[src/rtl/fwdp_pkg.sv]
package fwdp_pkg;

   // Register-number field width and instruction width (format-defined)
   localparam int unsigned RA_W = 5;
   localparam int unsigned ILEN = 32;

   // Function codes of the supported R-type operations
   localparam logic [5:0] FN_ADD = 6'h20;
   localparam logic [5:0] FN_SUB = 6'h22;
   localparam logic [5:0] FN_AND = 6'h24;
   localparam logic [5:0] FN_OR  = 6'h25;
   localparam logic [5:0] FN_SLT = 6'h2A;

   typedef enum logic [2:0] {
      OP_ADD,
      OP_SUB,
      OP_AND,
      OP_OR,
      OP_SLT
   } alu_op_e;

   // Operand source codes driven to the ALU input multiplexers
   typedef enum logic [1:0] {
      SEL_RF  = 2'b00,
      SEL_WB  = 2'b01,
      SEL_EXM = 2'b10
   } fwd_sel_e;

   // Control part of an instruction as it moves down the pipe
   typedef struct packed {
      logic            wr;
      alu_op_e         op;
      logic [RA_W-1:0] rs;
      logic [RA_W-1:0] rt;
      logic [RA_W-1:0] rd;
   } uop_t;

   localparam uop_t UOP_BUBBLE = '{wr: 1'b0, op: OP_ADD, rs: '0, rt: '0, rd: '0};

   function automatic uop_t decode_word(input logic [ILEN-1:0] w);
      uop_t u;
      u.rs = w[25:21];
      u.rt = w[20:16];
      u.rd = w[15:11];
      u.wr = (w[31:26] == 6'd0);
      u.op = OP_ADD;
      case (w[5:0])
         FN_ADD:  u.op = OP_ADD;
         FN_SUB:  u.op = OP_SUB;
         FN_AND:  u.op = OP_AND;
         FN_OR:   u.op = OP_OR;
         FN_SLT:  u.op = OP_SLT;
         default: u.wr = 1'b0;
      endcase
      return u;
   endfunction

endpackage

[src/rtl/fwdp_regfile.sv]
module fwdp_regfile
   import fwdp_pkg::*;
#(
   parameter int unsigned XLEN    = 32,
   parameter int unsigned NREG    = 32,
   parameter int unsigned NRD     = 2,
   parameter bit          WR_THRU = 1'b1
) (
   input  logic                 clk,
   input  logic                 rst,
   input  logic                 we,
   input  logic [RA_W-1:0]      waddr,
   input  logic [XLEN-1:0]      wdata,
   input  logic [NRD*RA_W-1:0]  raddr,
   output logic [NRD*XLEN-1:0]  rdata,
   input  logic [RA_W-1:0]      paddr,
   output logic [XLEN-1:0]      pdata
);

   if (NREG != (2 ** RA_W)) begin : g_bad_nreg
      $error("fwdp_regfile: NREG must equal the register-field range");
   end
   if (NRD < 1) begin : g_bad_nrd
      $error("fwdp_regfile: at least one read port is required");
   end

   logic [XLEN-1:0] mem [NREG];

   // Reset preloads each register with its own index; register 0 is never written
   always_ff @(posedge clk) begin
      if (rst) begin
         for (int i = 0; i < int'(NREG); i++) begin
            mem[i] <= XLEN'(i);
         end
      end else if (we && (waddr != '0)) begin
         mem[waddr] <= wdata;
      end
   end

   for (genvar p = 0; p < int'(NRD); p++) begin : g_rd
      logic [RA_W-1:0] a;
      logic [XLEN-1:0] stored;
      assign a      = raddr[p*RA_W +: RA_W];
      assign stored = (a == '0) ? '0 : mem[a];
      if (WR_THRU) begin : g_thru
         // Early-write/late-read behaviour: a same-cycle write is seen by the read
         assign rdata[p*XLEN +: XLEN] = (we && (a != '0) && (a == waddr)) ? wdata : stored;
      end else begin : g_plain
         assign rdata[p*XLEN +: XLEN] = stored;
      end
   end

   assign pdata = (paddr == '0) ? '0 : mem[paddr];

endmodule

[src/rtl/fwdp_fwd_unit.sv]
module fwdp_fwd_unit
   import fwdp_pkg::*;
#(
   parameter int unsigned NSRC = 2
) (
   input  logic [NSRC*RA_W-1:0] src,
   input  logic                 exm_wr,
   input  logic [RA_W-1:0]      exm_rd,
   input  logic                 mwb_wr,
   input  logic [RA_W-1:0]      mwb_rd,
   output logic [NSRC*2-1:0]    sel
);

   if (NSRC < 1) begin : g_bad_nsrc
      $error("fwdp_fwd_unit: NSRC must be at least 1");
   end

   logic exm_live;
   logic mwb_live;

   // A stage can forward only if it writes and its target is not register 0
   assign exm_live = exm_wr && (exm_rd != '0);
   assign mwb_live = mwb_wr && (mwb_rd != '0);

   for (genvar s = 0; s < int'(NSRC); s++) begin : g_lane
      logic [RA_W-1:0] num;
      logic            hit_exm;
      logic            hit_mwb;
      fwd_sel_e        pick;
      assign num     = src[s*RA_W +: RA_W];
      assign hit_exm = exm_live && (exm_rd == num);
      assign hit_mwb = mwb_live && (mwb_rd == num);
      // Newer result (execute/memory) has priority over the older one
      assign pick    = hit_exm ? SEL_EXM : (hit_mwb ? SEL_WB : SEL_RF);
      assign sel[s*2 +: 2] = pick;
   end

endmodule

[src/rtl/fwdp_alu.sv]
module fwdp_alu
   import fwdp_pkg::*;
#(
   parameter int unsigned XLEN = 32
) (
   input  alu_op_e         op,
   input  logic [XLEN-1:0] a,
   input  logic [XLEN-1:0] b,
   output logic [XLEN-1:0] y
);

   always_comb begin
      case (op)
         OP_ADD:  y = a + b;
         OP_SUB:  y = a - b;
         OP_AND:  y = a & b;
         OP_OR:   y = a | b;
         OP_SLT:  y = XLEN'($signed(a) < $signed(b));
         default: y = '0;
      endcase
   end

endmodule

[src/rtl/fwd_alu_pipe.sv]
module fwd_alu_pipe
   import fwdp_pkg::*;
#(
   parameter int unsigned XLEN    = 32,
   parameter int unsigned NREG    = 32,
   parameter bit          WR_THRU = 1'b1
) (
   input  logic            clk,
   input  logic            rst,
   input  logic [ILEN-1:0] instr_in,
   output logic            wb_en,
   output logic [RA_W-1:0] wb_addr,
   output logic [XLEN-1:0] wb_data,
   output logic [1:0]      fwd_sel_a,
   output logic [1:0]      fwd_sel_b,
   input  logic [RA_W-1:0] peek_addr,
   output logic [XLEN-1:0] peek_data
);

   localparam int unsigned NOPND = 2;

   if (XLEN < 2) begin : g_bad_xlen
      $error("fwd_alu_pipe: XLEN must be at least 2");
   end

   // ---------------- fetch -> decode ----------------
   logic [ILEN-1:0] ifid_word;

   always_ff @(posedge clk) begin
      if (rst) ifid_word <= '0;        // all-zero word decodes as a bubble
      else     ifid_word <= instr_in;
   end

   // ---------------- decode ----------------
   uop_t                  dec_u;
   logic [NOPND*XLEN-1:0] rf_rdata;
   logic                  mwb_wr;
   logic [RA_W-1:0]       mwb_rd;
   logic [XLEN-1:0]       mwb_res;

   assign dec_u = decode_word(ifid_word);

   fwdp_regfile #(
      .XLEN    (XLEN),
      .NREG    (NREG),
      .NRD     (NOPND),
      .WR_THRU (WR_THRU)
   ) rf_i (
      .clk   (clk),
      .rst   (rst),
      .we    (mwb_wr),
      .waddr (mwb_rd),
      .wdata (mwb_res),
      .raddr ({dec_u.rt, dec_u.rs}),
      .rdata (rf_rdata),
      .paddr (peek_addr),
      .pdata (peek_data)
   );

   // ---------------- decode -> execute ----------------
   uop_t            idex_u;
   logic [XLEN-1:0] idex_a;
   logic [XLEN-1:0] idex_b;

   always_ff @(posedge clk) begin
      if (rst) begin
         idex_u <= UOP_BUBBLE;
         idex_a <= '0;
         idex_b <= '0;
      end else begin
         idex_u <= dec_u;
         idex_a <= rf_rdata[0 +: XLEN];
         idex_b <= rf_rdata[XLEN +: XLEN];
      end
   end

   // ---------------- execute ----------------
   logic [RA_W-1:0]    ex_rs;
   logic [RA_W-1:0]    ex_rt;
   logic [NOPND*2-1:0] sel_bus;
   logic               exm_wr;
   logic [RA_W-1:0]    exm_rd;
   logic [XLEN-1:0]    exm_res;
   logic [XLEN-1:0]    base_v [NOPND];
   logic [XLEN-1:0]    opnd_v [NOPND];
   logic [XLEN-1:0]    alu_y;

   assign ex_rs = idex_u.rs;
   assign ex_rt = idex_u.rt;

   fwdp_fwd_unit #(
      .NSRC (NOPND)
   ) fwd_i (
      .src    ({ex_rt, ex_rs}),
      .exm_wr (exm_wr),
      .exm_rd (exm_rd),
      .mwb_wr (mwb_wr),
      .mwb_rd (mwb_rd),
      .sel    (sel_bus)
   );

   assign base_v[0] = idex_a;
   assign base_v[1] = idex_b;

   for (genvar k = 0; k < int'(NOPND); k++) begin : g_opnd
      logic [1:0] s;
      assign s = sel_bus[k*2 +: 2];
      assign opnd_v[k] = (s == SEL_EXM) ? exm_res :
                         (s == SEL_WB)  ? mwb_res : base_v[k];
   end

   fwdp_alu #(
      .XLEN (XLEN)
   ) alu_i (
      .op (idex_u.op),
      .a  (opnd_v[0]),
      .b  (opnd_v[1]),
      .y  (alu_y)
   );

   assign fwd_sel_a = sel_bus[1:0];
   assign fwd_sel_b = sel_bus[3:2];

   // ---------------- execute -> memory ----------------
   always_ff @(posedge clk) begin
      if (rst) begin
         exm_wr  <= 1'b0;
         exm_rd  <= '0;
         exm_res <= '0;
      end else begin
         exm_wr  <= idex_u.wr;
         exm_rd  <= idex_u.rd;
         exm_res <= alu_y;
      end
   end

   // ---------------- memory -> writeback (no data memory: pass-through) ----------------
   always_ff @(posedge clk) begin
      if (rst) begin
         mwb_wr  <= 1'b0;
         mwb_rd  <= '0;
         mwb_res <= '0;
      end else begin
         mwb_wr  <= exm_wr;
         mwb_rd  <= exm_rd;
         mwb_res <= exm_res;
      end
   end

   assign wb_en   = mwb_wr && (mwb_rd != '0);
   assign wb_addr = mwb_rd;
   assign wb_data = mwb_res;

endmodule

[config.mk]
export PLATFORM = sky130hd
export DESIGN_NAME = fwd_alu_pipe
export DESIGN_NICKNAME = d
export VERILOG_FILES = /design/src/rtl/fwdp_pkg.sv /design/src/rtl/fwdp_regfile.sv /design/src/rtl/fwdp_fwd_unit.sv /design/src/rtl/fwdp_alu.sv /design/src/rtl/fwd_alu_pipe.sv
export SDC_FILE = /design/constraint.sdc
export NUM_CORES = 2
export LEC_CHECK = 0
export BUFFER_PORTS_ARGS = -buffer_cell sky130_fd_sc_hd__buf_2
export CORE_ASPECT_RATIO = 1.75
export CORE_MARGIN = 4
export CORE_UTILIZATION = 29
export DETAILED_ROUTE_END_ITERATION = 10
export GPL_TIMING_DRIVEN = 1
export PLACE_DENSITY = 0.52
export SLEW_MARGIN = 10
export SYNTH_ARGS = -nofsm -noshare
export SYNTH_HDL_FRONTEND = slang
export SYNTH_SLANG_ARGS = --single-unit
[constraint.sdc]
create_clock -name clk -period 8.97 [get_ports clk]
set_input_delay 0.4485 -clock clk [delete_from_list [all_inputs] [get_ports clk]]
set_output_delay 0.4485 -clock clk [all_outputs]
set_load 0.05 [all_outputs]
==> summary.md <==
| Metric | Value |
|---|---|
| Outcome | completed |
| CTS buffer count | 113 |
| Max_cap viols | 0 |
| Pwr Total | 14.3 mW |
| Seq/Total Area, Yosys | 46.9% |
| CP endpoint kind | flip-flop |
| Iteration-0 DRC Markers | 5355 |
| Largest area contributor in the netlist | edfxtp_1 |
| Final setup vio count | 0 |
| P_leak | 27.5 nW |
| Setup TNS | 0 ps |
| Cell variety after synth | between 70 and 80 |
| Drt drc | 0 |
| Worst r2r src | wb_addr[0] |
| Antenna Violating Nets Remaining | 0 |
| Sink Count | 1210 |
| Clock Latency Late Sink | 770 ps |
| Longest Clk Path Bufs | 3 |
| I/O Buffers | 107 |
| Largest net degree at the start of global routing | 123 |
| Final #Nets | roughly 5000 |
| Most frequent cells in the layout | edfxtp_1 (1024), mux4_2 (960), and2_1 (916), nor2_1 (205), dfxtp_1 (175) |
| Clock transition at path regs | 70 ps |
| Largest cells by area after synthesis | edfxtp_1 (42%), mux4_2 (29%), and2_1 (7.8%) |
| Hold buffer count at CTS | 27 |
| Synth warn | 0 |
| Die width | about 390 um |
| Synth Register Bits | 1210 |
| Tmin final | 6760 ps |
| Asr flop ratio synth | 0% |
| Gpl congestion | a little over 0.9 |
| CP Data Arrival Time | between 7000 and 8000 ps |
| CTS tree | built |
| Die Y | 674 um |
| Commonest non-fill, non-tap cell in the layout | edfxtp_1 |
| Mean area per synthesized cell | 14.5 um2 |
| Pwr Density | 174 nW/um2 |
| Synth Flop Type | edfxtp_1 |
| Share of cells above drive strength 1 | 31.2% |
| Critical path type | reg2reg |
| Detailed-route via count | 48900 |
| FF-to-FF End | exm_res[0] |
| Post-synth EDFFs | 1024 |
| GRT overflow | 0 |
| # Post-CTS Setup Buffers | 0 |
| RSZ-0062 raised after global routing | false |
| Placed Instances | slightly above 8000 |
| Mapped Cells | 5081 |
| GRT Overall Usage | 21.7% |
| Hold endpoint | idex_b[0] |
| Vias in the first global route | 50500 |
| CTS H-Tree Depth | 3 |
| Top-area cell type share of the netlist area | 41.8% |
| Slew @ Worst Pin | 1210 ps |
| Final hold violation count | 0 |
| Worst-case reg-to-reg path depth | 20 |
| HP Class | in2reg |
| Routed wire per std cell | 34.2 um |
| Worst Skew | 41.0 ps |
| DIE AREA | 262000 um2 |
| Final Non-Filler Cells | approximately 8400 |
| Hold slack | 164 ps |
| Slew margin rel. | 18.8% |
| Final core utilization | 32.6% |
| First-pass GRT wire length | 399000 um |
| CTS resizes | 0 |
| Fin crit share | 75.4% |
| CORE AREA | about 250000 um2 |
| F_max | 148 MHz |
| Startpoint Class | flip-flop |
| Max FO, Critical Path | 21 |
| Final wirelength | just under 300000 um |
| CTS root buf | clkbuf_16 |
| Top-Level Pins | 113 |
| Worst Hold Depth | 2 |
| Slew Limit Fails | 0 |
| Synth Cell Area | about 74000 um2 |
| DRT Pass-1 Iters | 7 |
| Hold_sp | rst |
| P&R area growth vs syn | 12.1% |
| Initial Util | 29.1% |
| HPWL Detailed | 171000 um |
| CP Data Required Time | 9570 ps |
| Max VDD drop | about 0.00016 V |
| Antenna violations before repair | 25 |
| Vias/cell | 5.80 |
| R2r setup slk | 2210 ps |
| # rows | 244 |
-- registers in the layout, summed over array words and instances (netlist names), 9 cells and up --
register	flops
wb_data	32
idex_b	32
rf_i.mem	1024
exm_res	32
idex_u	9
idex_a	32
ifid_word	27
-- worst max-delay path, cell delays in order, from the launching register on --
cell	delay [ps]
dfxtp_1	310
buf_4	190
or2_2	670
o21ai_0	190
buf_4	200
nor4_4	650
buf_4	510
mux2i_1	240
o21ai_0	160
ha_1	340
fa_1	480
o21ba_2	240
o21bai_1	240
a211oi_1	130
nor2_1	430
o21ai_0	320
a31oi_1	490
a311o_1	280
a41oi_1	180
nor2_1	210
o22ai_1	90
-- logic make-up (layout without fill, tap and decap cells) --
kind of cell | count (synthesis) | after routing | share of synthesized area [%]
and+or+nand+nor | 1557 | 1557 | 12.1
DFF | 1210 | 1210 | 46.9
muxes | 1130 | 1130 | 31.8
buffers and inverters | 638 | 609 | 3.37
AOI/OAI and AO/OA | 391 | 391 | 3.45
adders and majority gates | 98 | 98 | 1.69
xor gates and xnor gates | 56 | 56 | 0.667
other | 1 | 72 | 0.00510
-- synthesized netlist by cell type (all sizes together) (6+ instances only) --
master	n
mux4	960
nor4	17
o211ai	9
xnor2	39
mux2i	105
a21oi	92
a21o	12
or3	84
a211oi	9
nor2b	95
clkbuf	417
o21bai	14
ha	96
buf	124
a221oi	16
xor2	17
nand4	7
o22ai	11
inv	96
mux2	65
nand3	22
o31ai	7
o21ai	107
edfxtp	1024
dfxtp	186
a2111oi	6
and2	916
a31oi	10
or2	34
nor3	19
nor2	238
o21a	6
a22oi	65
nand2	97
nand2b	6
-- worst max-delay path by stage --
stage	cells past startpoint	startpoint	end	slack [ps]
after floorplan	18	wb_addr[2]	exm_res[29]	3990
final	20	wb_addr[0]	exm_res[0]	2210
after global placement	19	wb_addr[1]	exm_res[31]	2260
after global routing	19	wb_addr[1]	exm_res[0]	1830
after CTS	18	wb_addr[1]	exm_res[29]	2250
after detailed placement	18	wb_addr[1]	exm_res[29]	2280
-- layout make-up --
type,count,area (um2)
clock inverters,73,958
multi-input cells,3264,37000
repair buffers,296,2190
fillers,24500,170000
well taps,3321,4160
diodes,40,100
flip-flops and latches,1210,34500
clock buffers,143,3130
inverters,97,364
-- layer usage --
metal  wire length, um  track usage [%]  up-vias
met5                46                0        -
met4             18200             12.8        6
met3             21600             3.07      732
met2            147000             38.3     2761
met1            101000             25.0    25900
li1                  -                -    19500
-- metrics by stage --
step                setup slack [ps]  area [um2]
floorplan                       3990       73600
global placement                2260       77900
detailed placement              2280       77900
CTS                             2250       82300
global route                    1830       82300
finish                          2210       82400
-- where the power goes --
group,total (mW),switching [mW],leakage (nW),internal (mW)
clock,5.39,2.38,1.97,3.01
combinational,2.43,1.46,13.6,0.972
sequential,6.49,0.177,11.9,6.31
Note: power is estimated with default switching activity, not from simulation.
